## src/rtl/gis_pkg.sv

```systemverilog
package gis_pkg;
  localparam int DATA_W = 32;
  localparam int ADDR_W = 8;
  localparam int PINS_PER_SENSE = 8;
  localparam int MAX_SENSE_REGS = DATA_W / PINS_PER_SENSE;

  localparam logic [ADDR_W-1:0] ADDR_ACCEPT     = 8'h00;
  localparam logic [ADDR_W-1:0] ADDR_EN_SET     = 8'h04;
  localparam logic [ADDR_W-1:0] ADDR_EN_CLR     = 8'h08;
  localparam logic [ADDR_W-1:0] ADDR_EN_READ    = 8'h0C;
  localparam logic [ADDR_W-1:0] ADDR_RAW        = 8'h10;
  localparam logic [ADDR_W-1:0] ADDR_MASKED     = 8'h14;
  localparam logic [ADDR_W-1:0] ADDR_PEND_CLR   = 8'h18;
  localparam logic [ADDR_W-1:0] ADDR_SENSE_BASE = 8'h20;

  typedef enum logic [2:0] {
    SENSE_RISE = 3'd0,
    SENSE_FALL = 3'd1,
    SENSE_HIGH = 3'd2,
    SENSE_LOW  = 3'd3,
    SENSE_BOTH = 3'd4
  } senseKind_e;

  typedef struct packed {
    logic                      acceptWe;
    logic                      enSet;
    logic                      enClr;
    logic                      pendClr;
    logic [MAX_SENSE_REGS-1:0] senseWe;
    logic [DATA_W-1:0]         wdata;
  } ctrlStrobes_t;

  function automatic logic detectEvent(input logic [2:0] kind,
                                       input logic cur, input logic prev);
    logic hit;
    case (kind)
      SENSE_RISE: hit = cur & ~prev;
      SENSE_FALL: hit = ~cur & prev;
      SENSE_HIGH: hit = cur;
      SENSE_LOW:  hit = ~cur;
      SENSE_BOTH: hit = cur ^ prev;
      default:    hit = 1'b0;
    endcase
    return hit;
  endfunction
endpackage

```

## src/rtl/gis_ctrl.sv

```systemverilog
module gis_ctrl
  import gis_pkg::*;
#(
  parameter int NUM_PINS = 32,
  localparam int NUM_SENSE = NUM_PINS / PINS_PER_SENSE
) (
  input  logic                              regWe,
  input  logic [ADDR_W-1:0]                 regAddr,
  input  logic [DATA_W-1:0]                 regWdata,
  input  logic [NUM_PINS-1:0]               acceptMask,
  input  logic [NUM_PINS-1:0]               enMask,
  input  logic [NUM_PINS-1:0]               rawPend,
  input  logic [NUM_PINS-1:0]               maskedPend,
  input  logic [NUM_SENSE-1:0][DATA_W-1:0]  senseRegs,
  output ctrlStrobes_t                      strobes,
  output logic [DATA_W-1:0]                 regRdata
);
  // Write decode: one address per cycle becomes one strobe.
  always_comb begin
    strobes = '0;
    strobes.wdata = regWdata;
    if (regWe) begin
      case (regAddr)
        ADDR_ACCEPT:   strobes.acceptWe = 1'b1;
        ADDR_EN_SET:   strobes.enSet    = 1'b1;
        ADDR_EN_CLR:   strobes.enClr    = 1'b1;
        ADDR_PEND_CLR: strobes.pendClr  = 1'b1;
        default: ;
      endcase
      for (int k = 0; k < NUM_SENSE; k++) begin
        if (regAddr == ADDR_SENSE_BASE + ADDR_W'(4 * k))
          strobes.senseWe[k] = 1'b1;
      end
    end
  end

  // Read mux, combinational on the address.
  always_comb begin
    regRdata = '0;
    case (regAddr)
      ADDR_ACCEPT:  regRdata = DATA_W'(acceptMask);
      ADDR_EN_READ: regRdata = DATA_W'(enMask);
      ADDR_RAW:     regRdata = DATA_W'(rawPend);
      ADDR_MASKED:  regRdata = DATA_W'(maskedPend);
      default: ;
    endcase
    for (int k = 0; k < NUM_SENSE; k++) begin
      if (regAddr == ADDR_SENSE_BASE + ADDR_W'(4 * k))
        regRdata = senseRegs[k];
    end
  end
endmodule

```

## src/rtl/gis_datapath.sv

```systemverilog
module gis_datapath
  import gis_pkg::*;
#(
  parameter int NUM_PINS = 32,
  localparam int NUM_SENSE = NUM_PINS / PINS_PER_SENSE,
  localparam int HALF = NUM_PINS / 2
) (
  input  logic                              clk,
  input  logic                              rstN,
  input  ctrlStrobes_t                      strobes,
  input  logic [NUM_PINS-1:0]               pinIn,
  output logic [NUM_PINS-1:0]               acceptMask,
  output logic [NUM_PINS-1:0]               enMask,
  output logic [NUM_PINS-1:0]               rawPend,
  output logic [NUM_PINS-1:0]               maskedPend,
  output logic [NUM_SENSE-1:0][DATA_W-1:0]  senseRegs,
  output logic                              irqLow,
  output logic                              irqHigh
);
  logic [NUM_PINS-1:0] prevPin;
  logic [NUM_PINS-1:0] eventHit;
  logic [NUM_PINS-1:0] wBits;
  logic [NUM_PINS-1:0] clrBits;

  assign wBits   = strobes.wdata[NUM_PINS-1:0];
  assign clrBits = strobes.pendClr ? wBits : '0;

  // Sense code storage, one register per group of eight pins.
  for (genvar k = 0; k < NUM_SENSE; k++) begin : g_sense
    always_ff @(posedge clk) begin
      if (!rstN)                   senseRegs[k] <= '0;
      else if (strobes.senseWe[k]) senseRegs[k] <= strobes.wdata;
    end
  end

  // Per-pin detector selected by the low three bits of its field.
  for (genvar n = 0; n < NUM_PINS; n++) begin : g_pin
    localparam int REG_IDX = n / PINS_PER_SENSE;
    localparam int SHIFT   = 4 * (n % PINS_PER_SENSE);
    assign eventHit[n] = detectEvent(senseRegs[REG_IDX][SHIFT +: 3],
                                     pinIn[n], prevPin[n]);
  end

  always_ff @(posedge clk) begin
    if (!rstN) begin
      prevPin    <= '0;
      acceptMask <= '0;
      enMask     <= '0;
      rawPend    <= '0;
    end else begin
      prevPin <= pinIn;
      if (strobes.acceptWe) acceptMask <= wBits;
      if (strobes.enSet)    enMask <= enMask | wBits;
      else if (strobes.enClr) enMask <= enMask & ~wBits;
      // New events take priority over a clear of the same bit.
      rawPend <= (rawPend & ~clrBits) | (eventHit & acceptMask);
    end
  end

  assign maskedPend = rawPend & enMask;
  assign irqLow     = |maskedPend[HALF-1:0];
  assign irqHigh    = |maskedPend[NUM_PINS-1:HALF];
endmodule

```

## src/rtl/gpio_irq_sense.sv

```systemverilog
module gpio_irq_sense
  import gis_pkg::*;
#(
  parameter int NUM_PINS = 32
) (
  input  logic              clk,
  input  logic              rstN,
  input  logic              regWe,
  input  logic [7:0]        regAddr,
  input  logic [31:0]       regWdata,
  output logic [31:0]       regRdata,
  input  logic [31:0]       pinIn,
  output logic              irqLow,
  output logic              irqHigh
);
  localparam int NUM_SENSE = NUM_PINS / PINS_PER_SENSE;

  ctrlStrobes_t                      strobes;
  logic [NUM_PINS-1:0]               acceptMask;
  logic [NUM_PINS-1:0]               enMask;
  logic [NUM_PINS-1:0]               rawPend;
  logic [NUM_PINS-1:0]               maskedPend;
  logic [NUM_SENSE-1:0][DATA_W-1:0]  senseRegs;

  gis_ctrl #(.NUM_PINS(NUM_PINS)) u_ctrl (
    .regWe      (regWe),
    .regAddr    (regAddr),
    .regWdata   (regWdata),
    .acceptMask (acceptMask),
    .enMask     (enMask),
    .rawPend    (rawPend),
    .maskedPend (maskedPend),
    .senseRegs  (senseRegs),
    .strobes    (strobes),
    .regRdata   (regRdata)
  );

  gis_datapath #(.NUM_PINS(NUM_PINS)) u_dp (
    .clk        (clk),
    .rstN       (rstN),
    .strobes    (strobes),
    .pinIn      (pinIn[NUM_PINS-1:0]),
    .acceptMask (acceptMask),
    .enMask     (enMask),
    .rawPend    (rawPend),
    .maskedPend (maskedPend),
    .senseRegs  (senseRegs),
    .irqLow     (irqLow),
    .irqHigh    (irqHigh)
  );
endmodule

```

## config.mk

```make
export PLATFORM = sky130hd
export DESIGN_NAME = gpio_irq_sense
export DESIGN_NICKNAME = d
export VERILOG_FILES = /design/src/rtl/gis_pkg.sv /design/src/rtl/gis_ctrl.sv /design/src/rtl/gis_datapath.sv /design/src/rtl/gpio_irq_sense.sv
export SDC_FILE = /design/constraint.sdc
export NUM_CORES = 1
export LEC_CHECK = 0
export ABC_CLOCK_PERIOD_IN_PS = 2600
export CAP_MARGIN = 40
export CORE_ASPECT_RATIO = 0.8
export CORE_MARGIN = 4
export CORE_UTILIZATION = 40
export CTS_CLUSTER_DIAMETER = 120
export CTS_CLUSTER_SIZE = 16
export DETAILED_ROUTE_END_ITERATION = 16
export DONT_BUFFER_PORTS = 1
export PLACE_DENSITY = 0.62
export SYNTH_ARGS = -nofsm -noshare
export SYNTH_HDL_FRONTEND = slang
export SYNTH_SLANG_ARGS = --single-unit
```

## constraint.sdc

```tcl
create_clock -name clk -period 2.6 [get_ports clk]
set_input_delay 0.65 -clock clk [delete_from_list [all_inputs] [get_ports clk]]
set_output_delay 0.65 -clock clk [all_outputs]
set_load 0.03 [all_outputs]
```

Yosys cells after proc, flatten, opt, wreduce, memory -nomap -nowiden
Index checks and enable logic that the tools add are counted.
{ "word_totals": {"memories": 0, "output_inout_bits": 34, "regBits": 256, "ramBits": 0, "inputBits": 75, "word_cells": 399, "romBits": 0, "latchBits": 0} }
{ "op_classes": {"eq_ne": 138, "n_lt_le_gt_ge": 0, "div": 0, "n_addsub": 0, "bitwise": 168, "mux": 49, "n_mul": 0, "n_shift": 0, "reduce_logical": 36} }
{ "ops": {"columns": ["op", "n"], "rows": [
  ["2-to-1 mux 32 bit", 7],
  ["equality test 3 x 2 -> 1 bit, second input constant", 64],
  ["one-hot mux 1 bit (5 select lines)", 32],
  ["AND 32 bit", 4],
  ["one-hot mux 32 bit (4 select lines)", 1],
  ["equality test 3 x 1 -> 1 bit, second input constant", 32],
  ["equality test 3 bit, second input constant", 32],
  ["logical NOT 3 bit", 32],
  ["AND 1 bit", 64],
  ["NOT 1 bit", 64],
  ["NOT 32 bit", 2],
  ["OR 32 bit", 2],
  ["equality test 8 x 6 -> 1 bit, second input constant", 4],
  ["OR reduction 16 bit", 2],
  ["bitwise XOR 1 bit", 32],
  ["equality test 8 x 5 -> 1 bit, second input constant", 3],
  ["equality test 8 x 4 -> 1 bit, second input constant", 2],
  ["equality test 8 x 3 -> 1 bit, second input constant", 1],
  ["logical NOT 8 bit", 1],
  ["2-to-1 mux 1 bit", 8],
  ["2-to-1 mux 8 bit", 1],
  ["nonzero test 2 bit", 1]
]} }

Longest topological paths before layout
{ "logic_depth": {"word_depth": 7, "depth_mapped": 7, "mapped_depth_nobuf": 6} }

Hierarchy
Synthesis repeated with hierarchy kept, for this count alone.
{ "hier_totals": {"cells_unflattened": 1770, "hier_area_um2": 15300.9} }
{ "modules_own_cells": {"columns": ["module", "area_each_um2", "seq_area_each_um2", "cells_per_inst", "n_inst"], "rows": [
  ["gis_datapath", 12190.4, 5124.9, 1287, 1],
  ["gis_ctrl", 3110.5, 0.0, 483, 1]
]} }

Worst setup path after synthesis
Ideal clock, no wire load.
{ "synth_timing": {"path_type": "input-to-output", "from": "in regAddr[0]", "to": "out regRdata[17]", "t_arrival_ns": 2.481, "setup_slack_ns": -0.531, "cell_stages": 7, "required_ns": 1.950, "path_buffers": 3, "cell_sequence": "buf_2 > nor2_1 > and3_1 > clkbuf_1 > clkbuf_1 > a31oi_1 > a31oi_1"} }
{ "synth_via": {"elab_chain_cells": 6, "word_cells_on_any_way": 13, "cone_classes": "7 x eq/ne; 5 x mux; 1 x reduce/logical"} }
{ "synth_lines": {"columns": ["item", "line", "source"], "rows": [
  ["start, declared", "gpio_irq_sense.sv:9", "input logic [7:0] regAddr,"],
  ["equality test 8 x 5 -> 1 bit, or another cell as far along", "gis_ctrl.sv:40", "case (regAddr)"],
  ["one-hot mux 32 bit (4 select lines)", "gis_ctrl.sv:40", null],
  ["2-to-1 mux 32 bit (3 in a row)", "gis_ctrl.sv:48", "if (regAddr == ADDR_SENSE_BASE + ADDR_W'(4 * k))"],
  ["2-to-1 mux 32 bit *", "gis_ctrl.sv:48", null],
  ["end, declared", "gpio_irq_sense.sv:11", "output logic [31:0] regRdata,"]
]} }
Every way passes the cells marked *; elsewhere a longest branch is shown, timed or not.

Worst setup path after layout
{ "layout_timing": {"from": "in regAddr[4]", "to": "out regRdata[24]"} }
The elaborated chain is that of the path after synthesis.

==> metrics <==
Core Region=0.03503 mm^2; hold path startpoint=regWdata[0]; first-pass GRT wire length=79,050 um; Tmin final=3000 ps; multi-input logic area=about 0.009 mm^2; final non-filler cell area=about 0.017 mm^2; setup violators final=32; vias in the first global route=around 13,000; Ports=roughly 110; routed vias=13,810; most common cell in the netlist=nand2_1; fin util=48.27%; Pins Over Slew Limit=0; Max Clk Rate=approximately 0.33 GHz; Clock Skew=10.21 ps; fraction of registers with async set/reset=0%; Synth Cell Area=0.01431 mm^2; largest net degree at the start of global routing=96; Max Cap Viol=0; syn_nets=about 1,900; CTS Root Cell=clkbuf_16; Antenna Nets Post-Route=0; Final Hold Vio Count=0; Hold Path Stages=1; GRT overflow=0; Synth top area share=35.82%; Vias/cell=between 6 and 7; Mean Syn Cell Area=8.029 um^2; failing checks=setup timing; RD Place Congestion=between 0.9 and 1; Synth Flop Type=dfxtp_1; H-tree levels=1; initial core utilization=between 40% and 50%; RSZ-0062 raised after global routing=true; Die Ht=~180 um; Antenna Cells=0; Post-DP Area=0.01591 mm^2; leakage=6.477 nW; clk buf depth=3; Row Count=61; critical path required time=1950 ps; grt met2 use=39.89%; Register Area=0.005125 mm^2; min-delay worst type=input pin to flop; Slew @ Worst Pin=757.6 ps; GR Util met1=37.05%; Area contributors post-synth=dfxtp_1 (36%), nand2b_1 (8.2%), nand2_1 (7.5%); Seq/Total Area, Yosys=35.82%; TritonCTS clock tree=built; Worst Slack Setup Final=-399.5 ps; R2R cell count=5; Clock transition at path regs=80 ps; crit share post-route=115.4%; PD cells=426.3 mW/mm^2; worst-path fanout max=7; synthesis-stage register bit count=256; die width=219.5 um; maximum VDD drop=between 0.0002 and 0.0003 V; synthesis-to-layout area growth=18.18%; Reg2Reg Setup Slack=between 900 and 1000 ps; FF-to-FF Start=u_dp.prevPin[27]$_SDFF_PN0_; Slew headroom=48.85%; initial antenna violation count=0; fillers=3,319; RR Endpoint=u_dp.rawPend[27]$_SDFF_PN0_; drt total wl=roughly 53,000 um; Yosys warnings=0; drt pass-1 iters=5; CP Launch Type=input pin; Worst-Skew Late Latency=520 ps; routed wire length per instance=23.54 um; share of layout cells above drive strength 1=about an eighth; status=complete, but fails checks; total CTS buffers=19; Cells after Synth=about 1,800; crit path kind=input pin to output pin; port bufs=0; unique cell type count in the Yosys netlist=45; final net count=1,911; Post-synth EDFFs=0; largest area contributor in the synthesized netlist=dfxtp_1; drt drc=0; Tot GR Track Use=26.07%; commonest cells in the netlist=nand2_1 (287), dfxtp_1 (256), nand2b_1 (187); gr busiest metal=met2; Worst setup EP type=output pin; DRC marker count from the first detailed-route iteration=roughly 1,900; critical path arrival=2350 ps; die area=~0.04 mm^2; hpwl dp=36,540 um; met3 Use GR=between 6 and 7%; Sink Count=256
[worst max-delay path, stage by stage]
cell     delay (ps)
or4b_4          630
nor2_4          180
buf_6           140
buf_12          140
a32oi_1         110
a22oi_2         320
buf_12          170
[layout make-up]
type | instances | share of cell area, %
well taps | 472 | 3.493
repair buffers | 119 | 8.754
clock inverters | 1 | 0.05180
multi-input cells | 1297 | 52.80
inverters | 79 | 1.783
flip-flops and latches | 256 | 30.31
clock buffers | 19 | 2.812
[kinds of logic (layout without fill, tap and decap cells)]
| group | after synthesis | in the layout | synth area share [%] |
|---|---|---|---|
| buf+inv | 229 | 218 | 6.952 |
| compound gates | 401 | 401 | 19.54 |
| simple gates | 736 | 736 | 25.26 |
| fa+ha+maj | 64 | 64 | 5.597 |
| flops | 256 | 256 | 35.82 |
| mux | 96 | 96 | 6.839 |
[through the flow]
stage / hold WS (ps) / power [mW] / setup WS, ps / setup TNS (ps) / cells
final: 257.8 / 7.208 / -399.5 / -9864 / 2243
after global routing: 243.4 / 7.449 / -406.9 / -10890 / 2243
after floorplan: 431.8 / 4.476 / -265.7 / -6542 / 1782
after detailed placement: 446.7 / 4.515 / -373.9 / -9633 / 2216
after global placement: 441.5 / 4.501 / -348.7 / -8840 / 2216
after CTS: 243.5 / 7.219 / -302.5 / -8315 / 2237
[metal layers]
| layer | up-vias | routed length (um) |
|---|---|---|
| li1 | 6250 | - |
| met1 | 6725 | 22210 |
| met2 | 723 | 23290 |
| met3 | 112 | 5921 |
| met4 | 0 | 1386 |
| met5 | - | 0 |
[timing repair]
action | 4_1_cts | 5_1_grt
cloned | 0 | 2
pin swaps | 17 | 19
setup buffers | 1 | 5
hold buffers | 0 | 0
setup endpoints to repair | 33 | 33
gates resized for setup | 33 | 43
[placed cells by master, fill, tap and decap left out, types with 28 or more instances in the layout]
cell / netlist / final
a211oi_1: 35 / 35
a21oi_1: 129 / 128
a31oi_1: 46 / 28
a32o_1: 32 / 32
buf_12: 0 / 39
buf_4: 1 / 64
dfxtp_1: 256 / 256
ha_1: 64 / 64
inv_1: 79 / 78
mux2i_1: 82 / 82
nand2_1: 287 / 287
nand2b_1: 187 / 187
nand3_1: 32 / 32
nand4_1: 37 / 37
nor2_1: 118 / 116
nor3_1: 30 / 29
o311ai_0: 32 / 31
[worst max path at each step]
| stage | cells after the start | start | slack [ps] | end |
|---|---|---|---|---|
| after detailed placement | 6 | regAddr[4] | -370 | regRdata[24] |
| after global placement | 6 | regAddr[4] | -350 | regRdata[24] |
| final | 7 | regAddr[4] | -400 | regRdata[24] |
| after floorplan | 6 | regAddr[4] | -270 | regRdata[14] |
| after global routing | 7 | regAddr[4] | -410 | regRdata[14] |
| after CTS | 6 | regAddr[4] | -300 | regRdata[24] |
[where the power goes]
| group | internal (mW) | switching [mW] |
|---|---|---|
| Combinational | 0.200 | 0.276 |
| Sequential | 3.95 | 0.0198 |
| Clock | 1.31 | 1.46 |
Power figures use the tool's default switching activity.
